## src/rtl/cmd_ring_ctrl.sv

```systemverilog
module cmd_ring_ctrl #(
  parameter int DEPTH = 16,
  parameter int CMD_W = 32,
  parameter int NTAGS = 8
) (
  input  logic                       clk,
  input  logic                       rst_n,
  input  logic                       push_valid,
  output logic                       push_ready,
  input  logic [CMD_W-1:0]           push_cmd,
  input  logic                       push_has_tag,
  input  logic [$clog2(NTAGS)-1:0]   push_tag,
  output logic                       pop_valid,
  input  logic                       pop_ready,
  output logic [CMD_W-1:0]           pop_cmd,
  output logic                       pop_has_tag,
  output logic [$clog2(NTAGS)-1:0]   pop_tag,
  input  logic                       data_wr_req,
  input  logic [$clog2(NTAGS)-1:0]   data_wr_tag,
  output logic                       data_wr_grant,
  output logic [NTAGS-1:0]           tag_busy,
  input  logic                       drain_req,
  output logic                       drain_done
);
  localparam int PTR_W = $clog2(DEPTH);
  localparam int TAG_W = $clog2(NTAGS);
  localparam int CNT_W = $clog2(DEPTH + 1);
  localparam int SUM_W = CNT_W + TAG_W + 1;

  logic [CMD_W-1:0] mem_cmd [DEPTH];
  logic             mem_has [DEPTH];
  logic [TAG_W-1:0] mem_tag [DEPTH];

  logic [PTR_W:0] wptr, rptr;
  logic [PTR_W:0] occ;
  logic           empty, full, push_fire, pop_fire;
  logic [CNT_W-1:0] ref_cnt [NTAGS];

  assign occ   = wptr - rptr;
  assign empty = (wptr == rptr);
  assign full  = (wptr[PTR_W-1:0] == rptr[PTR_W-1:0]) && (wptr[PTR_W] != rptr[PTR_W]);

  assign push_ready = !full && !drain_req;
  assign pop_valid  = !empty;
  assign push_fire  = push_valid && push_ready;
  assign pop_fire   = pop_valid && pop_ready;

  assign pop_cmd     = mem_cmd[rptr[PTR_W-1:0]];
  assign pop_has_tag = mem_has[rptr[PTR_W-1:0]];
  assign pop_tag     = mem_tag[rptr[PTR_W-1:0]];

  assign drain_done    = drain_req && empty;
  assign data_wr_grant = data_wr_req && (ref_cnt[data_wr_tag] == '0);

  always_ff @(posedge clk) begin
    if (push_fire) begin
      mem_cmd[wptr[PTR_W-1:0]] <= push_cmd;
      mem_has[wptr[PTR_W-1:0]] <= push_has_tag;
      mem_tag[wptr[PTR_W-1:0]] <= push_tag;
    end
  end

  always_ff @(posedge clk or negedge rst_n) begin
    if (!rst_n) begin
      wptr <= '0;
      rptr <= '0;
    end else begin
      if (push_fire) wptr <= wptr + 1'b1;
      if (pop_fire)  rptr <= rptr + 1'b1;
    end
  end

  for (genvar t = 0; t < NTAGS; t++) begin : g_tag
    logic inc, dec;
    assign inc = push_fire && push_has_tag && (push_tag == TAG_W'(t));
    assign dec = pop_fire && pop_has_tag && (pop_tag == TAG_W'(t));
    always_ff @(posedge clk or negedge rst_n) begin
      if (!rst_n)          ref_cnt[t] <= '0;
      else if (inc && !dec) ref_cnt[t] <= ref_cnt[t] + 1'b1;
      else if (dec && !inc) ref_cnt[t] <= ref_cnt[t] - 1'b1;
    end
    assign tag_busy[t] = (ref_cnt[t] != '0);
  end

  logic [SUM_W-1:0] ref_total;
  always_comb begin
    ref_total = '0;
    for (int i = 0; i < NTAGS; i++) ref_total = ref_total + SUM_W'(ref_cnt[i]);
  end

  p_no_overflow_r3: assert property (@(posedge clk) disable iff (!rst_n)
    push_fire |-> (occ < (PTR_W+1)'(DEPTH)));
  p_no_underflow_r4: assert property (@(posedge clk) disable iff (!rst_n)
    (occ == '0) |-> !pop_valid);
  p_occ_step_r9: assert property (@(posedge clk) disable iff (!rst_n)
    (push_fire || pop_fire) |=>
      (occ == $past(occ) + (PTR_W+1)'($past(push_fire)) - (PTR_W+1)'($past(pop_fire))));
  p_refs_bounded_r5: assert property (@(posedge clk) disable iff (!rst_n)
    ref_total <= SUM_W'(occ));
  p_grant_needs_req_r6: assert property (@(posedge clk) disable iff (!rst_n)
    data_wr_grant |-> (data_wr_req && !tag_busy[data_wr_tag]));
  p_drain_blocks_r8: assert property (@(posedge clk) disable iff (!rst_n)
    drain_req |-> !push_ready);
  p_drain_done_empty_r8: assert property (@(posedge clk) disable iff (!rst_n)
    drain_done |-> !pop_valid);
endmodule

```

## config.mk

```make
export PLATFORM = sky130hd
export DESIGN_NAME = cmd_ring_ctrl
export DESIGN_NICKNAME = d
export VERILOG_FILES = /design/src/rtl/cmd_ring_ctrl.sv
export SDC_FILE = /design/constraint.sdc
export NUM_CORES = 1
export LEC_CHECK = 0
export ABC_AREA = 1
export BUFFER_PORTS_ARGS = -buffer_cell sky130_fd_sc_hd__buf_2
export CAP_MARGIN = 20
export CORE_MARGIN = 5
export CORE_UTILIZATION = 35
export DETAILED_ROUTE_END_ITERATION = 8
export MAX_ROUTING_LAYER = met4
export PLACE_DENSITY = 0.49
export SLEW_MARGIN = 30
export SYNTH_ARGS = -nofsm -noshare
export SYNTH_HDL_FRONTEND = slang
export SYNTH_SLANG_ARGS = --single-unit
```

## constraint.sdc

```tcl
create_clock -name clk -period 6.9 [get_ports clk]
set_input_delay 0.69 -clock clk [delete_from_list [all_inputs] [get_ports clk]]
set_output_delay 0.69 -clock clk [all_outputs]
set_load 0.01 [all_outputs]
```

# --- After elaboration in Yosys (flattened, before gate mapping) ---
# Memory sizes are Yosys's and may differ from the RTL's.
# Cells that the tools add are included.
word_totals:
  latch_bits: 0
  ram_bits: 576
  reg_bits: 50
  n_memories: 3
  input_bits: 45
  out_inout_bits: 48
  rom_bits: 0
classes:
  magnitude_cmp: 1
  n_eq_ne: 17
  n_shift: 0
  bitwise_logic: 1
  n_mux: 21
  n_reduce_logical: 78
  addsub: 18
  n_mul: 0
  div_mod_pow: 0
mem_list:
  columns: ["memory", "words", "width", "rd", "rd_ports_with_merged_regs", "wr", "line_no", "text"]
  rows:
  - ["mem_cmd", 16, 32, 1, 0, 1, "30", "logic [CMD_W-1:0] mem_cmd [DEPTH];"]
  - ["mem_tag", 16, 3, 1, 0, 1, "32", "logic [TAG_W-1:0] mem_tag [DEPTH];"]
  - ["mem_has", 16, 1, 1, 0, 1, "31", "logic mem_has [DEPTH];"]
ops:
  columns: ["operator", "count"]
  rows:
  - ["two-way mux 5 bit", 18]
  - ["adder 5 x 1 -> 5 bit, second input constant", 10]
  - ["logical AND 1 bit", 40]
  - ["nonzero test 5 bit", 8]
  - ["subtractor 5 x 1 -> 5 bit, second input constant", 8]
  - ["equality test 3 bit, second input constant", 8]
  - ["logical NOT 1 bit", 19]
  - ["nonzero test 2 bit", 8]
  - ["binary-select mux 5 bit (select 3 bit)", 1]
  - ["equality test 3 x 2 -> 1 bit, second input constant", 4]
  - ["equality test 3 x 1 -> 1 bit, second input constant", 2]
  - ["logical NOT 3 bit", 2]
  - ["equality test 5 bit", 1]
  - ["logical NOT 5 bit", 1]
  - ["equality test 4 bit", 1]
  - [">= comparator 4 bit, second input constant", 1]
  - ["inverter 3 -> 4 bit", 1]
  - ["two-way mux 1 bit", 2]
  - ["!= test 1 bit", 1]

# --- Logic depth before layout (Yosys ltp) ---
# Gate-level depths: netlist (run 1).
depth:
  word_depth: 11
  mapped_depth: 22
  depth_no_buf: 20

# --- Worst setup path before layout (run 1) ---
# No wires, ideal clock.
synth_timing:
  kind: "register to register"
  from: "register rptr[0]"
  to: "memory mem_cmd[12][0], enable pin"
  setup_slack_ns: 2.675
  arrival_time_ns: 3.750
  synth_period_minus_slack_ns: 4.225
  stages_incl_launch_ff: 12
  n_path_buf: 2
  cell_sequence: "dfrtp_1 buf_6 inv_4 nand2_1 nand2_1 nor2_1 nand3b_1 nand2_1 inv_2 nand2_2 buf_4 nor3_1"
synth_via:
  elab_chain_len: 7
synth_lines:
  columns: ["element", "line_no", "text"]
  rows:
  - ["start: declaration", "34", "logic [PTR_W:0] wptr, rptr;"]
  - ["start signal: assignment", "69", "if (pop_fire) rptr <= rptr + 1'b1;"]
  - ["equality test 4 bit", "41", "assign full = (wptr[PTR_W-1:0] == rptr[PTR_W-1:0]) && (wptr[PTR_W] != rptr[PTR_W]);"]
  - ["logical AND 1 bit", "41", null]
  - ["logical NOT 1 bit", "43", "assign push_ready = !full && !drain_req;"]
  - ["logical AND 1 bit", "43", null]
  - ["named net push_ready", "9", "output logic push_ready,"]
  - ["logical AND 1 bit", "45", "assign push_fire = push_valid && push_ready;"]
  - ["two-way mux 1 bit", "56", "if (push_fire) begin"]
  - ["two-way mux 1 bit (implied by the code)", "57", "mem_cmd[wptr[PTR_W-1:0]] <= push_cmd;"]
  - ["end: declaration", "30", null]
# The timed path passes the listed nets, and every way through them passes these cells.

# --- Final worst setup path (run 1) ---
layout_timing:
  from: "register rptr[1]"
  to: "output port pop_cmd[5]"
layout_via:
  elab_chain_len: 1
layout_lines:
  columns: ["element", "line_no", "text"]
  rows:
  - ["memory (16 x 32 bit)", null, null]
  - ["end: declaration", "15", "output logic [CMD_W-1:0] pop_cmd,"]
# No other way between the ends.

==> out/results.tsv, run 1 <==
metric	value	unit
outcome	completed	
critPathMaxFanout	72	
maxSlewViolCount	0	
placed_area	27700	sq um
peakVddDrop	0.275	mV
postCtsSetupBuffers	0	
gp_congestion	0.755	
route.vias.total	16900	
htreeDepth	3	
cts_buffer_depth	3	
synthArstFlopShare	0.0799	
core_area	74300	sq um
worstPathArrival	3.79	ns
layout_setup_ws	2.42	ns
worstReg2RegStart	rptr[0]$_DFFE_PN0P_	
cts_hold_buf	0	
skew	0.0382	ns
numClockSinks	626	
crit_start	rptr[1]$_DFFE_PN0P_	
highest_layer	met4	
end_kind	primary output	
fmax	223	MHz
post-route-drc-count	0	
die_w	284	microns
finalNetCount	2276	
syn-cell-area	26200	sq um
die_area	80500	sq um
drt_iter0_markers	1209	
worstMarginPinSlew	0.942	ns
wire_per_inst	21.5	microns
finalSetupViolations	0	
crit_path_start_kind	flop	
clk_pin_slew	0.06	ns
cts_resized	0	
worstSkewPairLatency	0.62	ns
track_usage	0.173	
start_util	0.353	
grt_pass1_vias	16700	
m1WireLength	30.9	mm
antenna_found_initial	4	
grt_pass1_wl	105	mm
post-route-period-util	0.650	
grt_setup_unrepaired	no	
netlist_instances	2110	
utilization	0.405	
pre_cts_slack	2.63	ns
syn_area_per_cell	12.4	sq um
synth-warning-count	0	
reg2reg_slack	2.68	ns
die_h	284	microns
drive_above_1_share	0.119	
power.density	423	nW/um^2
cts_tree	done	
nFillCells	7023	
synth-seq-cells	626	
wl_met2	33.2	mm
cp.required	6.21	ns
synth_nets	2201	
met3WireLength	2.84	mm
hp-class	input pin to asynchronous set/reset pin	
syn_to_final_growth	14.7	%
ios	93	
endpoint	pop_cmd[5]	
routed_via_density	5.25	
min_period	4.48	ns
grt_max_degree	175	
whs	0.215	ns
drt_wl_total	68.9	mm
stdcell_area	30100	sq um
ant_nets	0	
cts_buffers	71	
grt_overflow	0	
final-hold-violation-count	0	
clock-root-buffer	clkbuf_16	
dr.pass1.iters	5	
synth.distinct_cells	36	
reg2reg_to	ref_cnt[33]$_DFFE_PN0P_	
yosys_most_used_dff	edfxtp_1	
power.leakage	10.5	nW
criticalPathCategory	flop to primary output	
dpl.hpwl	34.4	mm
max_slew_margin	0.372	
max_cap_viol_count	0	
ff2ff_path_depth	19	
yosysSeqAreaShare	0.708	
rows	100	
setup_tns	0	ns
portBuffers	92	
synth-edff-count	576	
==> report_power, final <==
| part | internal, W | switching [W] | leakage, nW | total, W |
|---|---|---|---|---|
| clock | 0.00232 | 0.00156 | 1.17 | 0.00388 |
| combinational | 0.00127 | 0.00278 | 3.56 | 0.00406 |
| sequential | 0.00445 | 0.000329 | 5.79 | 0.00478 |
| total | 0.00804 | 0.00467 | 10.5 | 0.0127 |
==> worst min-delay path by stage <==
stage,endpoint,slack (ns)
floorplan,ref_cnt[0]$_DFFE_PN0P_,0.39
global placement,ref_cnt[25]$_DFFE_PN0P_,0.49
detailed placement,ref_cnt[0]$_DFFE_PN0P_,0.49
CTS,ref_cnt[5]$_DFFE_PN0P_,0.23
global route,ref_cnt[33]$_DFFE_PN0P_,0.26
finish,ref_cnt[33]$_DFFE_PN0P_,0.21
==> final cells by class <==
| type | count | area, sq um | share of cell area |
|---|---|---|---|
| diodes | 1 | 2.50 | 0.0000832 |
| multi-input cells | 1248 | 6730 | 0.224 |
| inverters | 113 | 439 | 0.0146 |
| clock buffers | 84 | 1850 | 0.0614 |
| clock inverters | 45 | 563 | 0.0187 |
| repair buffers | 125 | 724 | 0.0241 |
| well taps | 969 | 1210 | 0.0403 |
| flip-flops and latches | 626 | 18600 | 0.617 |
==> state kept, by name, indices dropped and copies added (netlist names) <==
register / flops
mem_tag: 48
mem_cmd: 512
ref_cnt: 40
mem_has: 16
rptr: 5
wptr: 5
==> per-stage QoR <==
stage / power [W] / std cells
2_1_floorplan: 0.00756 / 2110
3_3_place_gp: 0.00889 / 3080
3_5_place_dp: 0.00898 / 3081
4_1_cts: 0.0129 / 3210
5_1_grt: 0.0135 / 3211
6_report: 0.0127 / 3211
==> synth_stat cells (all sizes together) (28+ instances only) <==
cell type / number / area, sq um
edfxtp: 576 / 17300
nor2: 301 / 1150
o21ai: 289 / 1450
nand2: 250 / 951
inv: 112 / 423
nand3: 91 / 483
o221ai: 75 / 657
clkbuf: 70 / 263
o211ai: 55 / 413
buf: 53 / 333
dfrtp: 50 / 1250
o22ai: 44 / 275
ha: 38 / 475
nor3: 28 / 140
==> critical path: stages (launching register included) <==
cell	delay (ns)
dfrtp_4	0.63
inv_4	0.67
buf_4	0.84
o21ai_0	0.23
o221ai_1	0.22
o211ai_1	0.12
nand2_1	0.22
buf_2	0.17
==> kinds of logic (layout without fill, tap and decap cells) <==
logic type / Yosys count / count (layout) / synth area share
AND/OR/NAND/NOR: 675 / 675 / 0.105
flip-flops: 626 / 626 / 0.708
AO/OA/AOI/OAI: 492 / 492 / 0.112
buffers and inverters: 236 / 367 / 0.0390
adder cells (fa/ha/maj): 46 / 46 / 0.0242
XOR/XNOR: 35 / 35 / 0.0117
other: 0 / 1 / 0
==> routing by layer <==
layer / track usage / vias up
li1: - / 7819
met1: 0.227 / 8579
met2: 0.278 / 358
met3: 0.0283 / 115
met4: 0.0519 / 0
met5: - / -
==> layout by cell type, fill, tap and decap left out, types with 18 or more instances in the layout <==
cell	instances
ha_1	38
o22ai_1	44
xor2_1	22
o21ai_1	28
nand2_1	245
o211ai_1	55
a21oi_1	27
inv_1	104
clkinv_1	18
dfrtp_1	46
edfxtp_1	576
o21ai_0	261
o221ai_1	75
buf_2	92
nor2_1	296
clkbuf_16	72
buf_4	31
nand3_1	87
Note: power is estimated with default switching activity, not from simulation.
==> run 2, diff against run 1 <==
PLACE_DENSITY = 0.51   (was 0.49)
clock period = 3.6 ns   (was 6.9 ns; I/O delays follow)
==> out/results.tsv, run 2 (synthesized netlist as in run 1, its figures left out) <==
metric	value	unit	change
end_kind	primary output		
cp.required	3.24	ns	-2.97 ns
criticalPathCategory	flop to primary output		
worstSkewPairLatency	0.61	ns	about the same
cts_buffers	72		+1.4%
grt_overflow	0		unchanged
grt_pass1_wl	106	mm	+0.66%
hp-class	input pin to flop		
die_h	284	microns	unchanged
intPower	0.0152	W	+89%
top_usage_layer	met2		
peakVddDrop	0.492	mV	+79%
power.leakage	10.6	nW	+0.58%
grt_setup_unrepaired	no		
layout_setup_ws	0.135	ns	-2.28 ns
min_period	3.46	ns	
worstMarginPinSlew	0.834	ns	-0.108 ns
cts_buffer_depth	3		unchanged
pre_cts_slack	0.452	ns	-2.18 ns
critPathMaxFanout	104		+44%
sw_frac_of_total	0.373		+0.00485
layout_commonest_cell	edfxtp_1		
crit_path_start_kind	flop		
drt_wl_total	69.5	mm	+0.85%
use_met2	0.283		+0.00519
clkPwrFrac	0.289		-0.016
routed_via_density	5.21		-0.83%
clk_pin_slew	0.06	ns	about the same
post-route-period-util	0.962		
start_util	0.353		unchanged
worstPathArrival	3.10	ns	-0.69 ns
portBuffers	92		unchanged
numClockSinks	626		unchanged
die_area	80500	sq um	unchanged
slowest_delay	0.60	ns	-0.24 ns
nFillCells	6978		-0.64%
cts_tree	done		
mostFrequentLayoutCells	576 x edfxtp_1, 296 x nor2_1, 261 x o21ai_0, 245 x nand2_1, 104 x inv_1		
grt_pass1_vias	17000		+1.6%
slowest_stage	buf_6		
ff2ff_path_depth	19		unchanged
syn_to_final_growth	15.0	%	
maxSlewViolCount	0		unchanged
grtUsageMet3	0.0267		-0.00161
dpl.hpwl	38.3	mm	+12%
worstHoldPathCells	4		
clock-root-buffer	clkbuf_16		
largest_reg_flops	512		unchanged
drt_iter0_markers	1170		-3.2%
worstPathCellList	buf_12, buf_6, o21ai_0, o221ai_1, nand3_1, nand2_1, buf_2		
gr-usage-met1	0.227		about the same
grt_max_degree	120		-31%
p_comb_frac	0.339		+0.020
final-hold-violation-count	0		unchanged
p_switching	0.00900	W	+93%
wire_per_inst	21.5	microns	about the same
post-route-drc-count	0		unchanged
finalSetupViolations	0		unchanged
fmax	289	MHz	
drive_above_1_share	0.126		+0.00724
route.vias.total	16900		-0.059%
skew	0.0249	ns	-0.0134 ns
seqPwrFrac	0.371		-0.005
track_usage	0.174		+0.00136
antenna_found_initial	5		+1
finalNetCount	2302		+1.1%
ant_nets	0		unchanged
gp_congestion	0.767		+1.6%
dr.pass1.iters	5		unchanged
power.density	801	nW/um^2	+90%
die_w	284	microns	unchanged
rows	100		unchanged
max_cap_viol_count	0		unchanged
max_slew_margin	0.444		+0.0719
utilization	0.406		+0.000893
outcome	completed		
htreeDepth	3		unchanged
ios	93		unchanged
core_area	74300	sq um	unchanged
[run 2: power groups by stage]
| stage | logic [W] | clock network [W] | registers (W) |
|---|---|---|---|
| finish | 0.00820 | 0.00699 | 0.00897 |
| global route | 0.00914 | 0.00749 | 0.00903 |
| CTS | 0.00833 | 0.00717 | 0.00897 |
| detailed placement | 0.00830 | 0 | 0.00911 |
| global placement | 0.00815 | 0 | 0.00910 |
| floorplan | 0.00556 | 0 | 0.00893 |
[run 2: what timing repair did]
action	4_1_cts	5_1_grt
gates resized for setup	1	0
hold buffers	1	0
setup buffers	0	0
endpoints found under the hold margin	34	0
setup endpoints to repair	1	0
[run 2: cell type report]
class,count,area [sq um],area share
Sequential cell,626,18600,0.616
Timing Repair Buffer,150,946,0.0314
Inverter,113,434,0.0144
Clock buffer,85,1870,0.0621
Multi-Input combinational cell,1248,6730,0.223
Tap cell,969,1210,0.0402
Clock inverter,41,374,0.0124
Antenna cell,4,10.0,0.000332
[run 2: stage by stage]
| step | cells | hold slack (ns) | power (W) | instance area (sq um) | setup TNS, ns |
|---|---|---|---|---|---|
| 6_report | 3236 | 0.104 | 0.0242 | 30100 | 0 |
| 3_3_place_gp | 3105 | 0.494 | 0.0172 | 27900 | 0 |
| 3_5_place_dp | 3105 | 0.491 | 0.0174 | 27900 | 0 |
| 5_1_grt | 3236 | 0.103 | 0.0257 | 30100 | 0 |
| 4_1_cts | 3232 | 0.0827 | 0.0245 | 30100 | 0 |
| 2_1_floorplan | 2110 | 0.0644 | 0.0145 | 26200 | -291.87 |
[run 2: metal layers]
| metal | up-vias | wire length (microns) |
|---|---|---|
| met2 | 379 | 33800 |
| met1 | 8497 | 31100 |
| li1 | 7887 | - |
| met5 | - | 0 |
| met3 | 98 | 2880 |
| met4 | 0 | 1700 |
[run 2: critical path: cells and delay by family, from the launching register on]
| kind | cells | cell delay, ns |
|---|---|---|
| buf+inv | 3 | 1.07 |
| flops | 1 | 0.46 |
| compound gates | 2 | 0.46 |
| simple gates | 2 | 0.32 |
[run 2: final timing paths]
kind | end | from | slack [ns]
worst max-delay path | pop_cmd[27] | rptr[0]$_DFFE_PN0P_ | 0.14
worst max register to register | ref_cnt[33]$_DFFE_PN0P_ | rptr[0]$_DFFE_PN0P_ | 0.45
max in group asynchronous | ref_cnt[24]$_DFFE_PN0P_ | rst_n | 2.69
worst min register to register | ref_cnt[5]$_DFFE_PN0P_ | ref_cnt[5]$_DFFE_PN0P_ | 0.50
min in group asynchronous | ref_cnt[9]$_DFFE_PN0P_ | rst_n | 0.29
worst min-delay path | rptr[4]$_DFFE_PN0P_ | pop_ready | 0.10
==> run 3, diff against run 2 <==
PLACE_DENSITY = not set   (was 0.51)
==> out/results.tsv, run 3 (synthesized netlist as in run 1, its figures left out) <==
metric	value	unit	change
wire_per_inst	20.3	microns	-5.6%
drt_wl_total	65.5	mm	-5.8%
post-route-drc-count	0		unchanged
maxSlewViolCount	0		unchanged
finalNetCount	2292		-0.43%
ios	93		unchanged
core_area	74300	sq um	unchanged
reg2reg_to	ref_cnt[19]$_DFFE_PN0P_		
reg2reg_slack	0.32	ns	-0.13 ns
track_usage	0.164		-0.0100
rows	100		unchanged
grt_max_degree	137		+14%
multi_input_comb_area	6730	sq um	unchanged
cp.required	3.24	ns	about the same
crit_path_start_kind	flop		
nFillCells	6975		-0.043%
post-route-period-util	0.937		-0.0253
criticalPathCategory	flop to primary output		
worstPathCellList	inv_4, buf_4, o21ai_0, o221ai_1, o211ai_1, nand2_1, buf_2		
crit_start	rptr[1]$_DFFE_PN0P_		
slowest_stage	buf_4		
die_w	284	microns	unchanged
grt_setup_unrepaired	no		
finalSetupViolations	0		unchanged
worstSkewPairLatency	0.61	ns	about the same
max_cap_viol_count	0		unchanged
setup_tns	0	ns	unchanged
grt_pass1_vias	17300		+1.9%
hp-class	input pin to flop		
min_period	3.37	ns	-0.0910 ns
largest_reg_flops	512		unchanged
gp_congestion	0.819		+6.8%
die_h	284	microns	unchanged
skew	0.0251	ns	+0.000287 ns
ff2ff_path_depth	16		-3
outcome	completed		
final-hold-violation-count	0		unchanged
endpoint	pop_cmd[21]		
cts_buffer_depth	3		unchanged
grt_pass1_wl	102	mm	-3.7%
cts_buffers	68		-5.6%
dpl.hpwl	36.2	mm	-5.5%
drt_iter0_markers	1227		+4.9%
routed_via_density	5.26		+0.95%
worstMarginPinSlew	0.832	ns	-0.00197 ns
start_util	0.353		unchanged
clk_pin_slew	0.05	ns	about the same
seqCellArea	18600	sq um	unchanged
route.vias.total	17000		+0.73%
antenna_found_initial	7		+2
fmax	296	MHz	+2.7%
slowest_delay	0.68	ns	+0.08 ns
peakVddDrop	0.446	mV	-9.2%
portBuffers	92		unchanged
max_slew_margin	0.445		+0.00131
grt_overflow	0		unchanged
worstHoldPathCells	1		-3
cts_tree	done		
drive_above_1_share	0.125		-0.00133
numClockSinks	626		unchanged
mostFrequentLayoutCells	576 x edfxtp_1, 296 x nor2_1, 261 x o21ai_0, 245 x nand2_1, 104 x inv_1		
critPathMaxFanout	68		-35%
clock-root-buffer	clkbuf_16		
layout_commonest_cell	edfxtp_1		
worstPathArrival	3.01	ns	-0.09 ns
end_kind	primary output		
hp-start	push_cmd[24]		
syn_to_final_growth	14.5	%	
worstReg2RegStart	rptr[1]$_DFFE_PN0P_		
htreeDepth	3		unchanged
utilization	0.404		-0.00165
power.leakage	10.5	nW	-0.53%
power.density	790	nW/um^2	-1.4%
ant_nets	0		unchanged
die_area	80500	sq um	unchanged
dr.pass1.iters	5		unchanged
## run 3: cell types whose count changed in the layout (fill, tap and decap cells not counted), sizes merged
cell,change
diode,+1
inv,+2
buf,-7
bufinv,-2
clkinv,-3
clkinvlp,-1
clkbuf,+3
## run 3: final cells by class
cell class,count,share of cell area
Sequential cell,626,0.618
Multi-Input combinational cell,1248,0.224
Clock buffer,87,0.0608
Tap cell,969,0.0404
Timing Repair Buffer,144,0.0304
Inverter,113,0.0145
Clock inverter,37,0.0110
Antenna cell,5,0.000417
## run 3: timing repair
action | CTS | global route
hold buffers | 1 | 0
buffers inserted | 0 | 0
endpoints found under the hold margin | 14 | 0
endpoints found under the setup margin | 19 | 18
resized for setup | 4 | 5
## run 3: power breakdown
group	leakage, nW	internal, W	switching, W
clock network	1.06	0.00385	0.00286
logic	3.68	0.00251	0.00556
registers	5.79	0.00853	0.000404
total	10.5	0.0149	0.00882
## run 3: routing by layer
layer  global-route usage  part of all wire
met3               0.0272             0.054
met5                    -                 0
met2                0.271              0.49
met4               0.0523             0.024
met1                0.208              0.44
## run 3: worst min path at each step
stage / to / slack, ns
after floorplan: ref_cnt[0]$_DFFE_PN0P_ / 0.06
after global placement: ref_cnt[21]$_DFFE_PN0P_ / 0.30
after detailed placement: ref_cnt[22]$_DFFE_PN0P_ / 0.31
after CTS: mem_cmd[4][25]$_DFFE_PP_ / 0.1
after global routing: mem_cmd[2][9]$_DFFE_PP_ / 0.12
final: mem_cmd[3][24]$_DFFE_PP_ / 0.13
## run 3: worst max-delay path: cells and delay by family (launching register included)
family / cells / cell delay, ns
compound gates: 3 / 0.54
buf+inv: 3 / 1.06
flops: 1 / 0.57
simple gates: 1 / 0.21
## run 3: stage by stage
stage               std cells  power, W  instance area (sq um)  hold slack, ns  setup WS [ns]
finish                   3229    0.0237                  30000           0.130          0.226
floorplan                2110    0.0145                  26200          0.0644         -0.625
global route             3229    0.0252                  30000           0.121        0.00571
CTS                      3224    0.0239                  30000          0.0970         0.0194
detailed placement       3099    0.0171                  27800           0.308          0.342
global placement         3099    0.0169                  27800           0.298          0.428
